--- src/rtl/raf_pkg.sv ---
package raf_pkg;

  typedef logic signed [63:0] wide_t;

  // clamp a wide signed value into a signed field of w bits
  function automatic wide_t sat_wide(input wide_t v, input int w);
    wide_t hi;
    wide_t lo;
    hi = (wide_t'(1) <<< (w - 1)) - wide_t'(1);
    lo = -hi - wide_t'(1);
    if (v > hi) return hi;
    if (v < lo) return lo;
    return v;
  endfunction

  // sum times unsigned reciprocal, floor-shifted by the fraction width
  function automatic wide_t mul_scale(input wide_t s, input logic [31:0] r, input int frac);
    wide_t p;
    p = s * $signed({32'b0, r});
    return p >>> frac;
  endfunction

  function automatic wide_t shift_scale(input wide_t s, input int sh);
    return s >>> sh;
  endfunction

  function automatic int floor_log2(input logic [31:0] v);
    int r;
    r = 0;
    for (int i = 0; i < 32; i++) begin
      if (v[i]) r = i;
    end
    return r;
  endfunction

endpackage

--- src/rtl/raf_ctrl.sv ---
module raf_ctrl #(
  parameter int MAX_WIN   = 64,
  parameter int RST_WIN   = 4,
  parameter int RECIP_W   = 18,
  parameter int RST_RECIP = 16384,
  localparam int WL_W     = $clog2(MAX_WIN + 1),
  localparam int AW       = $clog2(MAX_WIN)
) (
  input  logic               clk,
  input  logic               rst_n,
  input  logic               in_valid,
  input  logic               win_we,
  input  logic [WL_W-1:0]    win_len,
  input  logic               recip_we,
  input  logic [RECIP_W-1:0] recip_val,
  output logic               take,
  output logic               clr,
  output logic               sub_en,
  output logic [AW-1:0]      wp,
  output logic [AW-1:0]      rp,
  output logic [RECIP_W-1:0] recip_q,
  output logic [5:0]         shamt,
  output logic               out_valid,
  output logic [WL_W-1:0]    fill_q,
  output logic [WL_W-1:0]    win_q
);
  import raf_pkg::*;

  function automatic logic [WL_W-1:0] clamp_win(input logic [WL_W-1:0] v);
    if (v == '0) return WL_W'(1);
    if (int'(v) > MAX_WIN) return WL_W'(MAX_WIN);
    return v;
  endfunction

  logic full_next;

  assign clr    = win_we;
  assign take   = in_valid & ~win_we;
  // the leaving sample exists once W samples sit in the line
  assign sub_en = (fill_q == win_q);
  // read before write in one cycle: offset W gives a delay of exactly W
  assign rp     = wp - win_q[AW-1:0];
  assign shamt  = 6'(floor_log2(32'(win_q)));
  assign full_next = ({1'b0, fill_q} + (WL_W+1)'(1)) >= {1'b0, win_q};

  always_ff @(posedge clk) begin
    if (!rst_n) begin
      win_q     <= WL_W'(RST_WIN);
      fill_q    <= '0;
      wp        <= '0;
      recip_q   <= RECIP_W'(RST_RECIP);
      out_valid <= 1'b0;
    end else begin
      out_valid <= take && full_next;
      if (recip_we) recip_q <= recip_val;
      if (clr) begin
        win_q  <= clamp_win(win_len);
        fill_q <= '0;
      end else if (take && (fill_q != win_q)) begin
        fill_q <= fill_q + WL_W'(1);
      end
      if (take) wp <= wp + AW'(1);
    end
  end

endmodule

--- src/rtl/raf_lane.sv ---
module raf_lane #(
  parameter int DATA_W     = 16,
  parameter int ACC_W      = 22,
  parameter int AW         = 6,
  parameter int RECIP_W    = 18,
  parameter int RECIP_FRAC = 16,
  parameter bit POW2       = 1'b0
) (
  input  logic                     clk,
  input  logic                     rst_n,
  input  logic                     clr,
  input  logic                     take,
  input  logic                     sub_en,
  input  logic [AW-1:0]            wp,
  input  logic [AW-1:0]            rp,
  input  logic [RECIP_W-1:0]       recip,
  input  logic [5:0]               shamt,
  input  logic signed [DATA_W-1:0] x,
  output logic signed [DATA_W-1:0] y
);
  import raf_pkg::*;

  localparam int DEPTH = 1 << AW;

  logic signed [DATA_W-1:0] mem [DEPTH];
  logic signed [ACC_W-1:0]  sum_q;
  logic signed [ACC_W-1:0]  sum_n;
  logic signed [ACC_W-1:0]  leave;

  function automatic logic signed [DATA_W-1:0] scale_avg(input logic signed [ACC_W-1:0] s);
    wide_t w;
    wide_t r;
    w = 64'(s);
    if (POW2) r = shift_scale(w, int'(shamt));
    else      r = mul_scale(w, 32'(recip), RECIP_FRAC);
    return DATA_W'(sat_wide(r, DATA_W));
  endfunction

  assign leave = sub_en ? ACC_W'(mem[rp]) : '0;
  assign sum_n = sum_q + ACC_W'(x) - leave;

  always_ff @(posedge clk) begin
    if (take) mem[wp] <= x;
  end

  always_ff @(posedge clk) begin
    if (!rst_n) begin
      sum_q <= '0;
      y     <= '0;
    end else if (clr) begin
      sum_q <= '0;
    end else if (take) begin
      sum_q <= sum_n;
      y     <= scale_avg(sum_n);
    end
  end

endmodule

--- src/rtl/run_avg_filter.sv ---
module run_avg_filter #(
  parameter int NCH        = 2,
  parameter int DATA_W     = 16,
  parameter int MAX_WIN    = 64,
  parameter int RECIP_W    = 18,
  parameter int RECIP_FRAC = 16,
  parameter int RST_WIN    = 4,
  parameter int RST_RECIP  = 16384,
  parameter bit POW2       = 1'b0,
  localparam int WL_W      = $clog2(MAX_WIN + 1),
  localparam int AW        = $clog2(MAX_WIN),
  localparam int ACC_W     = DATA_W + $clog2(MAX_WIN)
) (
  input  logic                  clk,
  input  logic                  rst_n,
  input  logic                  in_valid,
  input  logic [NCH*DATA_W-1:0] in_data,
  input  logic                  win_we,
  input  logic [WL_W-1:0]       win_len,
  input  logic                  recip_we,
  input  logic [RECIP_W-1:0]    recip_val,
  output logic                  out_valid,
  output logic [NCH*DATA_W-1:0] out_data
);

  logic               take;
  logic               clr;
  logic               sub_en;
  logic [AW-1:0]      wp;
  logic [AW-1:0]      rp;
  logic [RECIP_W-1:0] recip_q;
  logic [5:0]         shamt;
  logic [WL_W-1:0]    fill_q;
  logic [WL_W-1:0]    win_q;

  raf_ctrl #(
    .MAX_WIN(MAX_WIN), .RST_WIN(RST_WIN),
    .RECIP_W(RECIP_W), .RST_RECIP(RST_RECIP)
  ) u_ctrl (
    .clk(clk), .rst_n(rst_n), .in_valid(in_valid),
    .win_we(win_we), .win_len(win_len),
    .recip_we(recip_we), .recip_val(recip_val),
    .take(take), .clr(clr), .sub_en(sub_en),
    .wp(wp), .rp(rp), .recip_q(recip_q), .shamt(shamt),
    .out_valid(out_valid), .fill_q(fill_q), .win_q(win_q)
  );

  for (genvar c = 0; c < NCH; c++) begin : g_lane
    raf_lane #(
      .DATA_W(DATA_W), .ACC_W(ACC_W), .AW(AW),
      .RECIP_W(RECIP_W), .RECIP_FRAC(RECIP_FRAC), .POW2(POW2)
    ) u_lane (
      .clk(clk), .rst_n(rst_n), .clr(clr), .take(take),
      .sub_en(sub_en), .wp(wp), .rp(rp), .recip(recip_q),
      .shamt(shamt),
      .x(in_data[c*DATA_W +: DATA_W]),
      .y(out_data[c*DATA_W +: DATA_W])
    );
  end

endmodule

--- config.mk ---
export PLATFORM = sky130hd
export DESIGN_NAME = run_avg_filter
export DESIGN_NICKNAME = d
export VERILOG_FILES = /design/src/rtl/raf_pkg.sv /design/src/rtl/raf_ctrl.sv /design/src/rtl/raf_lane.sv /design/src/rtl/run_avg_filter.sv
export SDC_FILE = /design/constraint.sdc
export NUM_CORES = 2
export LEC_CHECK = 0
export BUFFER_PORTS_ARGS = -buffer_cell sky130_fd_sc_hd__clkbuf_2
export CORE_MARGIN = 4
export CORE_UTILIZATION = 47
export DETAILED_ROUTE_END_ITERATION = 6
export PLACE_DENSITY = 0.65
export SETUP_SLACK_MARGIN = 0.4
export SLEW_MARGIN = 0
export SYNTH_ARGS = -nofsm -noshare
export SYNTH_HDL_FRONTEND = slang
export SYNTH_SLANG_ARGS = --single-unit
--- constraint.sdc ---
create_clock -name clk -period 14.9 [get_ports clk]
set_input_delay 3.725 -clock clk [delete_from_list [all_inputs] [get_ports clk]]
set_output_delay 3.725 -clock clk [all_outputs]
set_load 0.01 [all_outputs]
# [After elaboration in Yosys (flattened, before gate mapping)]
# Memories as Yosys holds them, arrays and structs flattened.
# Index checks and enable logic that the tools add are counted.
[word_totals] mem_bits_ro=0 output_inout_bits=33 ram_bits=2048 elab_cells=84 latchBits=0 mem_count=2 register_bits=115 inputBits=62
[mem_list] memory="g_lane[0].u_lane.mem" depth=64 width=16 rd=1 rd_ports_with_merged_regs=0 wr=1 line="raf_lane.sv:25" text="logic signed [DATA_W-1:0] mem [DEPTH];"
[mem_list] memory="g_lane[1].u_lane.mem" depth=64 width=16 rd=1 rd_ports_with_merged_regs=0 wr=1 line="raf_lane.sv:25"
[classes] magnitude_cmp=6 n_addsub=8 reduce_logical=5 n_bitwise=3 n_div=0 mul=2 n_mux=47 eq_ne=2 n_shift=0
[ops] op="$mux 64" n=6
[ops] op="$gt 64x16->1 const B" n=2
[ops] op="$lt 64x16->1 const B" n=2
[ops] op="$mux 16" n=8
[ops] op="$mul 22x19->41" n=2
[ops] op="$add 22x16->22" n=2
[ops] op="$mux 22" n=2
[ops] op="$sub 22x22->22" n=2
[ops] op="$mux 7" n=4
[ops] op="$mux 1" n=27
[ops] op="$add 7x1->8 const B" n=1
[ops] op="$ge 8x7->1" n=1
[ops] op="$add 7x1->7 const B" n=1
[ops] op="$eq 7x7->1" n=1
[ops] op="$gt 7x7->1 const B" n=1
[ops] op="$logic_not 7->1" n=1
[ops] op="$ne 7x7->1" n=1
[ops] op="$add 6x1->6 const B" n=1
[ops] op="$sub 6x6->6" n=1
[ops] op="$logic_and 1x1->1" n=2
[ops] op="$not 1->1" n=2
[ops] op="$reduce_and 2->1" n=1
[ops] op="$reduce_or 2->1" n=1
[ops] op="$and 1x1->1" n=1

# [Logic depth before layout (Yosys ltp)]
# An unclocked memory read counts as a cell.
[depth] ltp_word=19 depth_mapped=55 depth_no_buf=51

# [Cells and area by module]
# From an unflattened synthesis, not the netlist that was laid out.
[hier_totals] cells_unflattened=7495 hier_area_um2=116307.8
[by_module_without_submodules] mod="raf_lane at g_lane[0].u_lane" n_inst=1 area_per_inst_um2=57181.1 cells_each=3641 seq_area_each_um2=31510.2
[by_module_without_submodules] mod="raf_lane at g_lane[1].u_lane" n_inst=1 area_per_inst_um2=56958.4 cells_each=3618 seq_area_each_um2=31510.2
[by_module_without_submodules] mod="raf_ctrl" n_inst=1 area_per_inst_um2=2168.3 cells_each=236 seq_area_each_um2=780.7

# [Worst setup path after synthesis]
# Ideal clock, no wire load.
[synth_timing] path_type="register to register" startpoint="register u_ctrl.wp[0]" endpoint="register g_lane[1].u_lane.y[14]" path_buffers=9 period_less_slack_ps=13924 path_stages_with_launch=52 arrival_time_ps=13783 setup_ps=141 setup_slack_ps=976 t_required_ps=14759 cell_sequence="dfxtp_1 > inv_1 > ha_1 > fa_1 > clkbuf_1 > buf_1 > buf_1 > buf_1 > clkbuf_1 > mux4_2 > mux4_2 > a211oi_1 > a211oi_1 > fa_1 > inv_1 > ha_1 > a21o_1 > a21oi_1 > [16 not listed] > inv_1 > fa_1 > fa_1 > inv_1 > fa_1 > inv_1 > ha_1 > and2_1 > a221o_1 > and3_1 > a211o_1 > a41o_1 > a311oi_2 > xnor2_1 > or4_4 > o41ai_4 > buf_6 > o22ai_2"
[synth_via] elab_chain_len=16 elab_cells_between_ends=22 cone_classes="add/sub (2); mul (1); order compare (2); mux (16); memory (1)"
[synth_lines] item="start, declared" line="raf_ctrl.sv:19" text="output logic [AW-1:0] wp,"
[synth_lines] item="start signal, assigned" line="raf_ctrl.sv:62" text="if (take) wp <= wp + AW'(1);"
[synth_lines] item="$sub 6x6->6 *" line="raf_ctrl.sv:42" text="assign rp = wp - win_q[AW-1:0];"
[synth_lines] item="$mem_v2 64x16 *"
[synth_lines] item="$mux 22 *" line="raf_lane.sv:39" text="assign leave = sub_en ? ACC_W'(mem[rp]) : '0;"
[synth_lines] item="$sub 22x22->22 *" line="raf_lane.sv:40" text="assign sum_n = sum_q + ACC_W'(x) - leave;"
[synth_lines] item="$mul 22x19->41 *" line="raf_pkg.sv:19" text="p = s * $signed({32'b0, r});"
[synth_lines] item="$mux 64 *" line="raf_lane.sv:52" text="end else if (take) begin"
[synth_lines] item="$mux 64 *" line="raf_lane.sv:50" text="end else if (clr) begin"
[synth_lines] item="$mux 64 *" line="raf_lane.sv:47" text="if (!rst_n) begin"
[synth_lines] item="$lt 64x16->1" line="raf_pkg.sv:12" text="if (v < lo) return lo;"
[synth_lines] item="$mux 1 (2 in series)" line="raf_pkg.sv:12"
[synth_lines] item="$mux 1" line="raf_lane.sv:52"
[synth_lines] item="$mux 1" line="raf_lane.sv:50"
[synth_lines] item="$mux 1" line="raf_lane.sv:47"
[synth_lines] item="$mux 16" line="raf_pkg.sv:13" text="return v;"
[synth_lines] item="$mux 16 *" line="raf_pkg.sv:12"
[synth_lines] item="end signal, assigned" line="raf_lane.sv:54" text="y <= scale_avg(sum_n);"
[synth_lines] item="end, declared" line="raf_lane.sv:19" text="output logic signed [DATA_W-1:0] y"
# Mark *: on every way between the ends. The rest lies on a longest branch, timed or not. The select of a mux whose other input is x is not followed.
# A chain may end at the register's enable or synchronous reset.

# [Final worst setup path]
[layout_timing] startpoint="register u_ctrl.wp[0]" endpoint="register g_lane[0].u_lane.y[2]"
[layout_via] elab_chain_len=16 elab_cells_between_ends=22 cone_classes="add/sub (2); mul (1); order compare (2); mux (16); memory (1)"
[layout_lines] item="$sub 6x6->6 *" line="raf_ctrl.sv:42"
[layout_lines] item="$mem_v2 64x16 *"
[layout_lines] item="$mux 22 *" line="raf_lane.sv:39"
[layout_lines] item="$sub 22x22->22 *" line="raf_lane.sv:40"
[layout_lines] item="$mul 22x19->41 *" line="raf_pkg.sv:19"
[layout_lines] item="$mux 64 *" line="raf_lane.sv:52"
[layout_lines] item="$mux 64 *" line="raf_lane.sv:50"
[layout_lines] item="$mux 64 *" line="raf_lane.sv:47"
[layout_lines] item="$lt 64x16->1" line="raf_pkg.sv:12"
[layout_lines] item="$mux 1 (2 in series)" line="raf_pkg.sv:12"
[layout_lines] item="$mux 1" line="raf_lane.sv:52"
[layout_lines] item="$mux 1" line="raf_lane.sv:50"
[layout_lines] item="$mux 1" line="raf_lane.sv:47"
[layout_lines] item="$mux 16" line="raf_pkg.sv:13"
[layout_lines] item="$mux 16 *" line="raf_pkg.sv:12"
[layout_lines] item="end signal, assigned" line="raf_lane.sv:54"
[layout_lines] item="end, declared" line="raf_lane.sv:19"
# Marks and branches as above.

==> impl_metrics.env <==
export IMPL_cts_buffers=211
export IMPL_drt_iter0_drc=6849
export IMPL_cp_slowest_stage_delay_ns=0.95
export IMPL_hold_class="reg -> reg"
export IMPL_crit_family="adder cells"
export IMPL_drcViolationCount=0
export IMPL_grt_pass1_wl_um=453000
export IMPL_critPathMaxFanout=26
export IMPL_path_common_cell="inv_1"
export IMPL_fin_nets=8748
export IMPL_wire_per_inst_um=27.8
export IMPL_setup_tns_final_ns=0
export IMPL_viasPerCell=5.79
export IMPL_grt_pass1_vias=67200
export IMPL_crit_path_top_delay_cell="fa_4"
export IMPL_path_class="reg -> reg"
export IMPL_cts_max_level=4
export IMPL_ys_seq_area_share_pct=55.4
export IMPL_setup_violations=0
export IMPL_cts_sinks=2163
export IMPL_overflow=0
export IMPL_ioPinCount=95
export IMPL_die_w_um=503
export IMPL_syn_num_nets=8500
export IMPL_grt_usage_pct=24.6
export IMPL_drtPass1Iterations=5
export IMPL_place_port_buffers=94
export IMPL_cts_tree="yes"
export IMPL_num_fill_cells=19400
export IMPL_synth_cells=7353
export IMPL_fp_dieH_um=503
export IMPL_hold_viol=0
export IMPL_clk_pin_slew_worst_paths_ns=0.06
export IMPL_netlist_area_mm2=0.115
export IMPL_max_freq_mhz=71.5
export IMPL_dp_hpwl_um=193000
export IMPL_die_area_mm2=0.253
export IMPL_final_layout_size_suffix_gt1_share_pct=18.9
export IMPL_insertion_delay_ns=0.89
export IMPL_status="finished, final reports clean"
export IMPL_arrival_ns=14.69
export IMPL_final_area_mm2=0.129
export IMPL_regArea_mm2=0.0638
export IMPL_end_kind="flip-flop"
export IMPL_vias=63700
export IMPL_grt_setup_unrepaired="no"
export IMPL_clockBufferDepth=3
export IMPL_routed_wirelength_um=306000
export IMPL_initial_core_util_pct=47.3
export IMPL_synth_warnings=0
export IMPL_multiInputGateArea_mm2=0.0464
export IMPL_period_needed_ns=13.99
export IMPL_core_region_area_mm2=0.243
export IMPL_worst_pin_slew_ns=1.14
export IMPL_place_inst=10600
export IMPL_antenna_found_initial=20
export IMPL_ys_ff_latch=2163
export IMPL_synth_avg_cell_area_um2=15.7
export IMPL_slew_headroom_pct=23.8
export IMPL_crit_buf_inv=15
export IMPL_cp_required_ns=15.60
export IMPL_finalNonFillerCells=11000
export IMPL_async_flop_share_pct=0
export IMPL_root_buffer="clkbuf_16"
export IMPL_area_delta_synth_final_pct=11.8
export IMPL_rows=181
export IMPL_gp_congestion=0.875
export IMPL_yosysUniqueCellTypes=77
export IMPL_postPlaceCellArea_mm2=0.121
export IMPL_maxCapViolCount=0
export IMPL_grt_max_degree=97
export IMPL_synth_edf_count=2048
export IMPL_ant_nets=0
export IMPL_maxSlewViolCount=0
export IMPL_ys_flop_type="edfxtp_1"
export IMPL_startpoint_type="flip-flop"
export IMPL_fin_worst_skew_ns=0.0693
export IMPL_post_route_period_util_pct=93.9
## tightest hold or removal path, cell delays in order, from the launching register on
cell and delay (ns):
dfxtp_1 0.33, mux2i_1 0.06, nor2_1 0.07
## cells in the mapped netlist (all sizes together), types with 9 or more instances
cell | n | area (um^2)
and3 | 16 | 101
nor3 | 25 | 125
mux2i | 91 | 911
nor2b | 72 | 450
a21o | 48 | 360
nand4 | 19 | 119
xor2 | 50 | 438
or3 | 9 | 57.6
mux4 | 640 | 14400
nor2 | 167 | 627
o21ai | 71 | 378
nand3 | 27 | 135
edfxtp | 2048 | 61500
a211oi | 67 | 503
o21bai | 13 | 97.6
xnor2 | 122 | 1070
clkbuf | 272 | 1020
fa | 797 | 16000
maj3 | 12 | 120
and2 | 401 | 2510
nand2 | 439 | 1660
a21oi | 90 | 454
inv | 1174 | 4410
a21boi | 13 | 97.6
ha | 288 | 3600
dfxtp | 115 | 2300
o22ai | 35 | 282
a31oi | 14 | 87.6
buf | 79 | 310
a211o | 11 | 96.3
nand2b | 43 | 269
o21a | 13 | 97.6
## cell type report
| type | instances | share of cell area [%] |
|---|---|---|
| clock buffer | 271 | 4.35 |
| sequential | 2163 | 49.6 |
| clock inverter | 127 | 1.09 |
| tap | 3202 | 3.11 |
| multi-input combinational | 3662 | 36.1 |
| inverter | 1177 | 3.43 |
| antenna | 7 | 0.0136 |
| timing repair buffer | 386 | 2.37 |
## metal layers
metal | track usage (%) | wire [um]
met2 | 39.3 | 145000
met3 | 5.33 | 29400
met5 | 0 | 62
met1 | 34.4 | 122000
met4 | 6.75 | 9100
## stage by stage
step                      setup WS [ns]  util [%]  hold WS [ns]
after floorplan                   0.976         -         0.460
after global placement            0.229      49.8         0.474
after detailed placement          0.203      49.8         0.485
after CTS                         0.419      52.7         0.498
after global routing              0.396      52.9         0.514
final                             0.909      52.9         0.497
## kinds of logic (layout without fill, tap and decap cells)
| logic type | count (synthesis) | in the layout | synth area share [%] |
|---|---|---|---|
| AO/OA/AOI/OAI | 417 | 417 | 2.48 |
| AND/OR/NAND/NOR | 1244 | 1244 | 5.43 |
| multiplexers | 732 | 732 | 13.3 |
| adder cells (fa/ha/maj) | 1097 | 1097 | 17.1 |
| flip-flops | 2163 | 2163 | 55.4 |
| buffers and inverters | 1528 | 1961 | 4.99 |
| XOR/XNOR | 172 | 172 | 1.31 |
| other | 0 | 7 | 0 |
## cells in the final DEF, fill, tap and decap left out, types with 48 or more instances in the layout
cell type  instances
fa_1             796
inv_1           1174
clkbuf_16        213
o21ai_0           67
clkbuf_2          93
nor2b_1           72
nor2_1           101
a211oi_1          64
mux4_2           640
xnor2_1          109
a21o_1            48
a21oi_1           87
dfxtp_1          112
nand2_1          437
nor2_4            65
and2_1           401
mux2i_1           86
clkinv_1          51
clkbuf_1          52
edfxtp_1        2048
ha_1             287
buf_4            257
## state kept, by name, indices dropped and copies added, names as in the netlist
signal               flops
g_lane.u_lane.y         32
g_lane.u_lane.mem     2048
u_ctrl.fill_q            7
u_ctrl.wp                6
g_lane.u_lane.sum_q     44
u_ctrl.recip_q          18
u_ctrl.win_q             7
u_ctrl.out_valid         1
## path summary, 6_finish.rpt
path                                                 start                         end  slack, ns  cells after the start
worst max register to register                u_ctrl.wp[0]       g_lane[0].u_lane.y[2]       0.91                     47
worst max-delay path                          u_ctrl.wp[0]       g_lane[0].u_lane.y[2]       0.91                     47
worst min-delay path            g_lane[1].u_lane.sum_q[18]  g_lane[1].u_lane.sum_q[18]       0.50                      2
worst min register to register  g_lane[1].u_lane.sum_q[18]  g_lane[1].u_lane.sum_q[18]       0.50                      2
## timing repair
item	in CTS	in global routing
endpoints found under the hold margin	0	0
resized for setup	3	43
cloned	0	1
hold buffers	0	0
pin swaps	0	3
buffers inserted	0	11
setup endpoints to repair	17	31
Power is left out: the tool's default activity adds up to more than one toggle a clock period on the data nets, which glitch-free logic cannot reach.
